[src/rtl/ldr_pkg.sv]
package ldr_pkg;
  typedef enum logic [1:0] {
    PH_COLLECT = 2'd0,
    PH_ARMED   = 2'd1,
    PH_RUN     = 2'd2,
    PH_FAIL    = 2'd3
  } ldr_phase_e;
endpackage

[src/rtl/ldr_arrival_track.sv]
// Collects first arrivals per enabled lane and times the arrival window.
module ldr_arrival_track #(
  parameter int unsigned LANES = 4,
  parameter int unsigned MF_W  = 8
) (
  input  logic             clk,
  input  logic             rst_n,
  input  logic             clr,
  input  logic [LANES-1:0] lane_en,
  input  logic [LANES-1:0] a_arrive,
  input  logic [MF_W-1:0]  mf_len,
  output logic             all_in,
  output logic             spread_err
);
  logic [LANES-1:0] seen_q;
  logic [LANES-1:0] seen_nx;
  logic [LANES-1:0] hits;
  logic             win_q;
  logic [MF_W-1:0]  spread_q;

  genvar gi;
  generate
    for (gi = 0; gi < LANES; gi++) begin : g_lane
      assign hits[gi]    = a_arrive[gi] & lane_en[gi];
      assign seen_nx[gi] = seen_q[gi] | hits[gi];
      always_ff @(posedge clk) begin
        if (!rst_n || clr) seen_q[gi] <= 1'b0;
        else               seen_q[gi] <= seen_nx[gi];
      end
    end
  endgenerate

  // Spread of the current cycle relative to the first arrival.
  assign spread_err = win_q && (spread_q >= mf_len);
  assign all_in     = (|lane_en) && ((seen_nx & lane_en) == lane_en) && !spread_err;

  always_ff @(posedge clk) begin
    if (!rst_n || clr) begin
      win_q    <= 1'b0;
      spread_q <= '0;
    end else if (!win_q) begin
      if (|hits) begin
        win_q    <= 1'b1;
        spread_q <= MF_W'(1);
      end
    end else if (spread_q != mf_len) begin
      spread_q <= spread_q + MF_W'(1);
    end
  end
endmodule

[src/rtl/ldr_release_gate.sv]
// Release-point match and offset legality, kept as pure functions.
module ldr_release_gate #(
  parameter int unsigned MF_W = 8
) (
  input  logic [MF_W-1:0] mf_cnt,
  input  logic            mf_bnd,
  input  logic [MF_W-1:0] mf_len,
  input  logic [MF_W-1:0] rel_ofs,
  output logic            at_target,
  output logic            ofs_legal
);
  function automatic logic f_hit(input logic [MF_W-1:0] cnt, input logic bnd,
                                 input logic [MF_W-1:0] len, input logic [MF_W-1:0] ofs);
    if (ofs == '0) return bnd;
    return cnt == (len - ofs);
  endfunction

  // Release must fall strictly after the completing cycle within this multiframe.
  function automatic logic f_legal(input logic [MF_W-1:0] cnt, input logic [MF_W-1:0] len,
                                   input logic [MF_W-1:0] ofs);
    return ofs < (len - cnt);
  endfunction

  assign at_target = f_hit(mf_cnt, mf_bnd, mf_len, rel_ofs);
  assign ofs_legal = f_legal(mf_cnt, mf_len, rel_ofs);
endmodule

[src/rtl/ldr_sticky_flag.sv]
// Sticky flag: set wins over write-one clear.
module ldr_sticky_flag (
  input  logic clk,
  input  logic rst_n,
  input  logic set,
  input  logic clr,
  output logic q
);
  always_ff @(posedge clk) begin
    if (!rst_n)   q <= 1'b0;
    else if (set) q <= 1'b1;
    else if (clr) q <= 1'b0;
  end
endmodule

[src/rtl/lane_deskew_release.sv]
module lane_deskew_release
  import ldr_pkg::*;
#(
  parameter int unsigned LANES = 4,
  parameter int unsigned MF_W  = 8
) (
  input  logic             clk,
  input  logic             rst_n,
  input  logic [LANES-1:0] lane_en,
  input  logic [LANES-1:0] a_arrive,
  input  logic [MF_W-1:0]  mf_cnt,
  input  logic             mf_bnd,
  input  logic [MF_W-1:0]  mf_len,
  input  logic [MF_W-1:0]  rel_ofs,
  input  logic             align_all_in,
  input  logic             realign_err,
  input  logic             err_clr,
  input  logic             resync,
  output logic             rel_pulse,
  output logic             dev_aligned,
  output logic             deskew_err
);
  ldr_phase_e phase_q, phase_nx;

  logic collect_phase, armed_phase, run_phase, fail_phase;
  logic trk_clr, all_in, spread_err;
  logic at_target, ofs_legal;
  logic arm_ok, arm_bad, window_bad, run_misalign, release_now, err_evt;

  assign collect_phase = (phase_q == PH_COLLECT);
  assign armed_phase   = (phase_q == PH_ARMED);
  assign run_phase     = (phase_q == PH_RUN);
  assign fail_phase    = (phase_q == PH_FAIL);

  assign trk_clr = resync || !collect_phase;

  ldr_arrival_track #(.LANES(LANES), .MF_W(MF_W)) i_track (
    .clk        (clk),
    .rst_n      (rst_n),
    .clr        (trk_clr),
    .lane_en    (lane_en),
    .a_arrive   (a_arrive),
    .mf_len     (mf_len),
    .all_in     (all_in),
    .spread_err (spread_err)
  );

  ldr_release_gate #(.MF_W(MF_W)) i_gate (
    .mf_cnt    (mf_cnt),
    .mf_bnd    (mf_bnd),
    .mf_len    (mf_len),
    .rel_ofs   (rel_ofs),
    .at_target (at_target),
    .ofs_legal (ofs_legal)
  );

  assign window_bad   = !resync && collect_phase && spread_err;
  assign arm_ok       = !resync && collect_phase && all_in && ofs_legal;
  assign arm_bad      = !resync && collect_phase && all_in && !ofs_legal;
  assign release_now  = !resync && armed_phase && at_target && align_all_in;
  assign run_misalign = !resync && run_phase && realign_err;
  assign err_evt      = window_bad || arm_bad || run_misalign;

  always_comb begin
    phase_nx = phase_q;
    if (resync) begin
      phase_nx = PH_COLLECT;
    end else begin
      case (phase_q)
        PH_COLLECT: if (window_bad || arm_bad) phase_nx = PH_FAIL;
                    else if (arm_ok)           phase_nx = PH_ARMED;
        PH_ARMED:   if (release_now)           phase_nx = PH_RUN;
        PH_RUN:     if (run_misalign)          phase_nx = PH_FAIL;
        default:    phase_nx = PH_FAIL;
      endcase
    end
  end

  always_ff @(posedge clk) begin
    if (!rst_n) phase_q <= PH_COLLECT;
    else        phase_q <= phase_nx;
  end

  ldr_sticky_flag i_err (
    .clk   (clk),
    .rst_n (rst_n),
    .set   (err_evt),
    .clr   (err_clr),
    .q     (deskew_err)
  );

  assign rel_pulse   = release_now;
  assign dev_aligned = armed_phase || run_phase;
endmodule

[config.mk]
export PLATFORM = sky130hd
export DESIGN_NAME = lane_deskew_release
export DESIGN_NICKNAME = d
export VERILOG_FILES = /design/src/rtl/ldr_pkg.sv /design/src/rtl/ldr_arrival_track.sv /design/src/rtl/ldr_release_gate.sv /design/src/rtl/ldr_sticky_flag.sv /design/src/rtl/lane_deskew_release.sv
export SDC_FILE = /design/constraint.sdc
export NUM_CORES = 1
export LEC_CHECK = 0
export BUFFER_PORTS_ARGS = -buffer_cell sky130_fd_sc_hd__buf_2
export CORE_MARGIN = 3
export CORE_UTILIZATION = 45
export DETAILED_ROUTE_END_ITERATION = 10
export PLACE_DENSITY = 0.71
export SLEW_MARGIN = 15
export SYNTH_ARGS = -nofsm -noshare
export SYNTH_HDL_FRONTEND = slang
export SYNTH_HIERARCHICAL = 1
export SYNTH_SLANG_ARGS = --single-unit
[constraint.sdc]
create_clock -name clk -period 2.6 [get_ports clk]
set_input_delay 0 -clock clk [delete_from_list [all_inputs] [get_ports clk]]
set_output_delay 0 -clock clk [all_outputs]
set_load 0.02 [all_outputs]
# Word level (Yosys, flattened, before mapping)
# Cells that the tools add are included.
dict set report word_totals {
  mem_bits_rw 0
  out_inout_bits 3
  regBits 16
  romBits 0
  wordCells 79
  in_bits 39
  latch_bits 0
  mem_count 0
}
dict set report classes {
  mux 15
  n_lt_le_gt_ge 2
  n_shift 0
  reduce_logical 32
  n_eq_ne 9
  div_mod_pow 0
  multipliers 0
  bitwise_logic 10
  addsub 3
}
# operator n
set op_table {}
lappend op_table {{2-to-1 mux 8 bit} 3}
lappend op_table {{subtractor 8 bit} 2}
lappend op_table {{logical AND 1 bit} 13}
lappend op_table {{adder 8 x 1 -> 8 bit (second input constant)} 1}
lappend op_table {{equality test 8 bit} 1}
lappend op_table {{>= comparator 8 bit} 1}
lappend op_table {{logical NOT 8 bit} 1}
lappend op_table {{less-than comparator 8 bit} 1}
lappend op_table {{2-to-1 mux 2 bit} 4}
lappend op_table {{!= test 8 bit} 1}
lappend op_table {{OR reduction 4 bit} 2}
lappend op_table {{2-to-1 mux 1 bit} 7}
lappend op_table {{one-hot mux 2 bit (3 select lines)} 1}
lappend op_table {{logical NOT 1 bit} 5}
lappend op_table {{logical OR 1 bit} 5}
lappend op_table {{AND 1 bit} 4}
lappend op_table {{AND 4 bit} 1}
lappend op_table {{equality test 4 bit} 1}
lappend op_table {{!= test 2 bit (second input constant)} 2}
lappend op_table {{OR 1 bit} 4}
lappend op_table {{nonzero test 2 bit} 2}
lappend op_table {{!= test 3 x 1 -> 1 bit (second input constant)} 1}
lappend op_table {{AND reduction 3 bit} 1}
lappend op_table {{equality test 2 x 1 -> 1 bit (second input constant)} 1}
lappend op_table {{6 further kinds} 6}

# Logic depth before layout (Yosys ltp)
dict set report depth {
  ltp_word 11
  depth_mapped 17
  ltp_nobuf 17
}

# Hierarchy
# The synthesis kept the hierarchy.
# mod area_per_inst_um2 seq_area_each_um2 cells_per_inst n_inst
set by_module_without_submodules {}
lappend by_module_without_submodules {ldr_release_gate 879.6 0.0 116 1}
lappend by_module_without_submodules {ldr_arrival_track 832.0 260.2 102 1}
lappend by_module_without_submodules {lane_deskew_release 212.7 40.0 25 1}
lappend by_module_without_submodules {ldr_sticky_flag 41.3 20.0 3 1}

# Worst setup path after synthesis
# Ideal clock, no wire load.
dict set report synth_path {
  kind {input-to-reg}
  startpoint {input port mf_len[0]}
  endpoint {register i_err.q}
  path_slack_ps 118
  setup_ps 115
  stages 17
  t_required_ps 2485
  arrival_ps 2367
  n_path_buf 0
  cell_sequence {inv_1 ha_1 inv_1 fa_1 a21o_1 a21oi_1 o21ai_0 a21oi_1 xor2_1 ha_1 nor3_1 nor2_1 o41ai_1 nor2b_1 o21ai_0 a21oi_1 o21a_1}
}
dict set report synth_via {
  word_cells_on_any_way 14
  classes_between {1 x add/sub; 2 x order compare; 1 x mux; 10 x reduce/logical}
}
# item line_no
set synth_lines {}
lappend synth_lines {{from (decl)} lane_deskew_release.sv:13} ;# input logic [MF_W-1:0] mf_len,
lappend synth_lines {{subtractor 8 bit *} ldr_release_gate.sv:21} ;# return ofs < (len - cnt);
lappend synth_lines {{less-than comparator 8 bit *} ldr_release_gate.sv:21}
lappend synth_lines {{named net ofs_legal} lane_deskew_release.sv:27} ;# logic at_target, ofs_legal;
lappend synth_lines {{logical NOT 1 bit *} lane_deskew_release.sv:59} ;# assign arm_bad = !resync && collect_phase && all_in && !ofs_legal;
lappend synth_lines {{logical AND 1 bit *} lane_deskew_release.sv:59}
lappend synth_lines {{logical OR 1 bit * (2 in series)} lane_deskew_release.sv:62} ;# assign err_evt = window_bad || arm_bad || run_misalign;
lappend synth_lines {{named net err_evt} lane_deskew_release.sv:28} ;# logic arm_ok, arm_bad, window_bad, run_misalign, release_now, err_evt;
lappend synth_lines {{2-to-1 mux 1 bit or nonzero test 2 bit (tied branches)} n/a}
lappend synth_lines {{to (signal assigned)} ldr_sticky_flag.sv:10} ;# if (!rst_n) q <= 1'b0;
lappend synth_lines {{to (signal assigned)} ldr_sticky_flag.sv:11} ;# else if (set) q <= 1'b1;
lappend synth_lines {{to (signal assigned)} ldr_sticky_flag.sv:12} ;# else if (clr) q <= 1'b0;
lappend synth_lines {{to (decl)} ldr_sticky_flag.sv:7} ;# output logic q
# Mark *: on every way through the listed nets, which the timed path passes. The rest lies on a longest branch.
# A chain may end at the register's enable or synchronous reset.

# Worst setup path after layout
dict set report layout_path {
  startpoint {input port mf_len[0]}
  endpoint {output port rel_pulse}
}
dict set report layout_via {
  elab_chain_cells 5
}
# item line_no
set layout_lines {}
lappend layout_lines {{subtractor 8 bit} ldr_release_gate.sv:15} ;# return cnt == (len - ofs);
lappend layout_lines {{equality test 8 bit} ldr_release_gate.sv:15}
lappend layout_lines {{2-to-1 mux 1 bit} ldr_release_gate.sv:15}
lappend layout_lines {{named net at_target} lane_deskew_release.sv:27}
lappend layout_lines {{logical AND 1 bit (2 in series)} lane_deskew_release.sv:60} ;# assign release_now = !resync && armed_phase && at_target && align_all_in;
lappend layout_lines {{to (decl)} lane_deskew_release.sv:19} ;# output logic rel_pulse,
# The timed path passes the listed nets, and every way through them passes these cells.

==> impl_metrics.toml <==
[synth]
synth_area_leaders = "ha_1 21%, dfxtp_1 16%, xnor2_1 5.8%"
synth_top_area_share_pct = 21.0
ys.warnings.count = 6
synth-edff-count = 0
syn_avg_cell_area_um2 = 7.99
synthTopCellsByCount = "33 x ha_1, 30 x inv_1, 20 x a21oi_1"
syn_nets = 320
yosysSeqAreaShare_pct = 16.3
async_reset_ff_share_pct = 0
synth_top_area_cell = "ha_1"
synth_seq_cells = 16
synth_most_common_cell = "ha_1"
synth-main-ff-cell = "dfxtp_1"
synthDistinctLibCells = 54
synth_cells = 246
synth_area_um2 = 1970

[worst_setup_path]
critPathArrivalTime_ns = 2.54
crit_start = "mf_len[0]"
r2r-start = "i_track/spread_q[1]"
cp_max_fo = 3
worstSetupEndpointType = "primary output"
cp_data_required_time_ns = 2.60
critPathLaunchType = "primary input"
critPathKind = "primary input to primary output"

[floorplanning]
fp-row-count = 23
io_pins = 42
die_w_um = 72.1
core_area_um2 = 4120
die-area_um2 = 5200
die_h_um = 72.1
start_util_pct = 47.8

[sta]
setup_viol = 0
tightest_slew_ns = 0.480
drv_slew = 0
finalWorstPathRequiredPeriod_ns = 2.54
hold_viol_final = 0
fin_ws_ns = 0.0577
clock.fmax_ghz = 0.393
relSlewSlack_pct = 67.6
fin_crit_sh_pct = 97.8
rsz0062_at_grt = "true"
finClkSkew_ns = 0.00334

[detailed_routing]
first_pass_iters = 4
first_iter_violations = 86
detail_route.wirelength_um = 4750
top_layer = "met4"
post_drt_wl_per_cell_um = 13.6
viasPerCell = 5.57
wl_met2_um = 2220
ant_nets = 0
wl_met1_um = 2310
drc = 0
dr_wl_met3_um = 185
dr_total_vias = 1949

[cts]
cts_sinks = 16
numCtsBuffers = 3
htree_levels = 1
clkTransAtPathRegs_ns = 0.07
clockRootBuffer = "clkbuf_8"
insertion_delay_ns = 0.25
cts_tree = "done"
cts_max_path_buffers = 2

[cells_and_area]
final_util_pct = 60.0
diodes = 0
final_area_um2 = 2470
area_growth_pct = 25.6
multi_input_area_um2 = 1610
seq_area_um2 = 320
drive_gt1_share_pct = 28.0
nNetsFinal = 375
fill_cells = 371

[job]
maxCapViolations = 0

[min_path]
holdCritPathClass = "primary input to register"
min_from = "a_arrive[2]"

[global_route]
grt_pass1_vias = 1734
grt_max_degree = 10
antenna_found_initial = 0
grt_overflow = 0
grt_usage_pct = 17.5
grt_pass1_wl_um = 7560

[placement]
portBuffers = 41
place_area_um2 = 2280
globalplace.congestion = 0.846
dp_hpwl_um = 3790
post-place-ws_ns = -0.237

[power_and_ir_drop]
power_density_nw_per_um2 = 366
irDropWorstVdd_uv = 312
p_total_mw = 0.902
static-leakage-power_nw = 1.12

[status]
status = "finished, final reports clean"
where the power goes:
group | switching, mW | leakage (nW) | internal [mW]
clock | 0.0850 | 0.0288 | 0.134
sequential | 0.00631 | 0.130 | 0.254
combinational | 0.218 | 0.958 | 0.205
total | 0.309 | 1.12 | 0.593
metrics by stage:
step,TNS [ns],cells,hold WS (ns)
6_report,0,350,0.00660
5_1_grt,-0.291,350,0.0220
2_1_floorplan,0,246,0.0695
3_3_place_gp,-0.365,344,0.256
3_5_place_dp,-0.559,344,0.262
4_1_cts,0,349,0.00804
worst paths after layout:
kind / endpoint / depth (start not counted) / slack (ns)
setup / recovery: rel_pulse / 15 / 0.06
hold / removal: i_track/seen_q[2] / 3 / 0.007
setup reg to reg: phase_q[0] / 9 / 0.16
hold reg to reg: i_track/seen_q[1] / 2 / 0.47
worst max-delay path, stage by stage:
cell       delay, ns
buf_6           0.10
inv_4           0.06
buf_6           0.09
ha_4            0.12
inv_2           0.03
fa_2            0.37
buf_6           0.13
xnor2_2         0.12
xnor2_1         0.14
nor4_1          0.43
nand4bb_1       0.16
o31ai_2         0.29
nand2_1         0.14
nor3b_2         0.18
buf_4           0.16
sequential cells by signal, indices dropped and copies added, names as in the netlist:
signal	flops
i_track/spread_q	8
phase_q	2
i_err/q	1
i_track/seen_q	4
i_track/win_q	1
timing repair:
action / CTS / global route
endpoints found under the setup margin: 0 / 4
resized for setup: 0 / 30
hold buffers: 1 / 0
buffers inserted: 0 / 1
hold endpoints to repair: 1 / 0
layout by cell type, fill, tap and decap left out, types with 9 or more instances in the layout:
| cell | instances |
|---|---|
| a21oi_1 | 18 |
| a31oi_1 | 9 |
| buf_2 | 37 |
| buf_4 | 9 |
| dfxtp_1 | 16 |
| ha_1 | 30 |
| inv_1 | 27 |
| nand2_1 | 14 |
| nand3_1 | 9 |
| nor2_1 | 15 |
| xnor2_1 | 12 |
kinds of logic (layout without fill, tap and decap cells):
| logic type | after synthesis | count (layout) | synth area share [%] |
|---|---|---|---|
| AO/OA/AOI/OAI | 68 | 68 | 23.7 |
| XOR/XNOR | 18 | 18 | 8.02 |
| adder cells (fa/ha/maj) | 35 | 35 | 23.0 |
| buffers and inverters | 31 | 85 | 6.30 |
| flip-flops | 16 | 16 | 16.3 |
| AND/OR/NAND/NOR | 78 | 78 | 22.7 |
routing by layer:
metal  GRT usage (%)  up-vias
met5               0        -
met4            1.88        0
met3            2.63        4
met2            29.3       42
met1            24.6      891
li1                -     1012
final cells by class:
cell class | instances | share of cell area (%)
multi-input cells | 199 | 65.2
well taps | 50 | 2.53
inverters | 30 | 4.76
clock buffers | 4 | 2.23
flip-flops and latches | 16 | 13.0
repair buffers | 51 | 12.3
(Power assumes the default switching activity.)
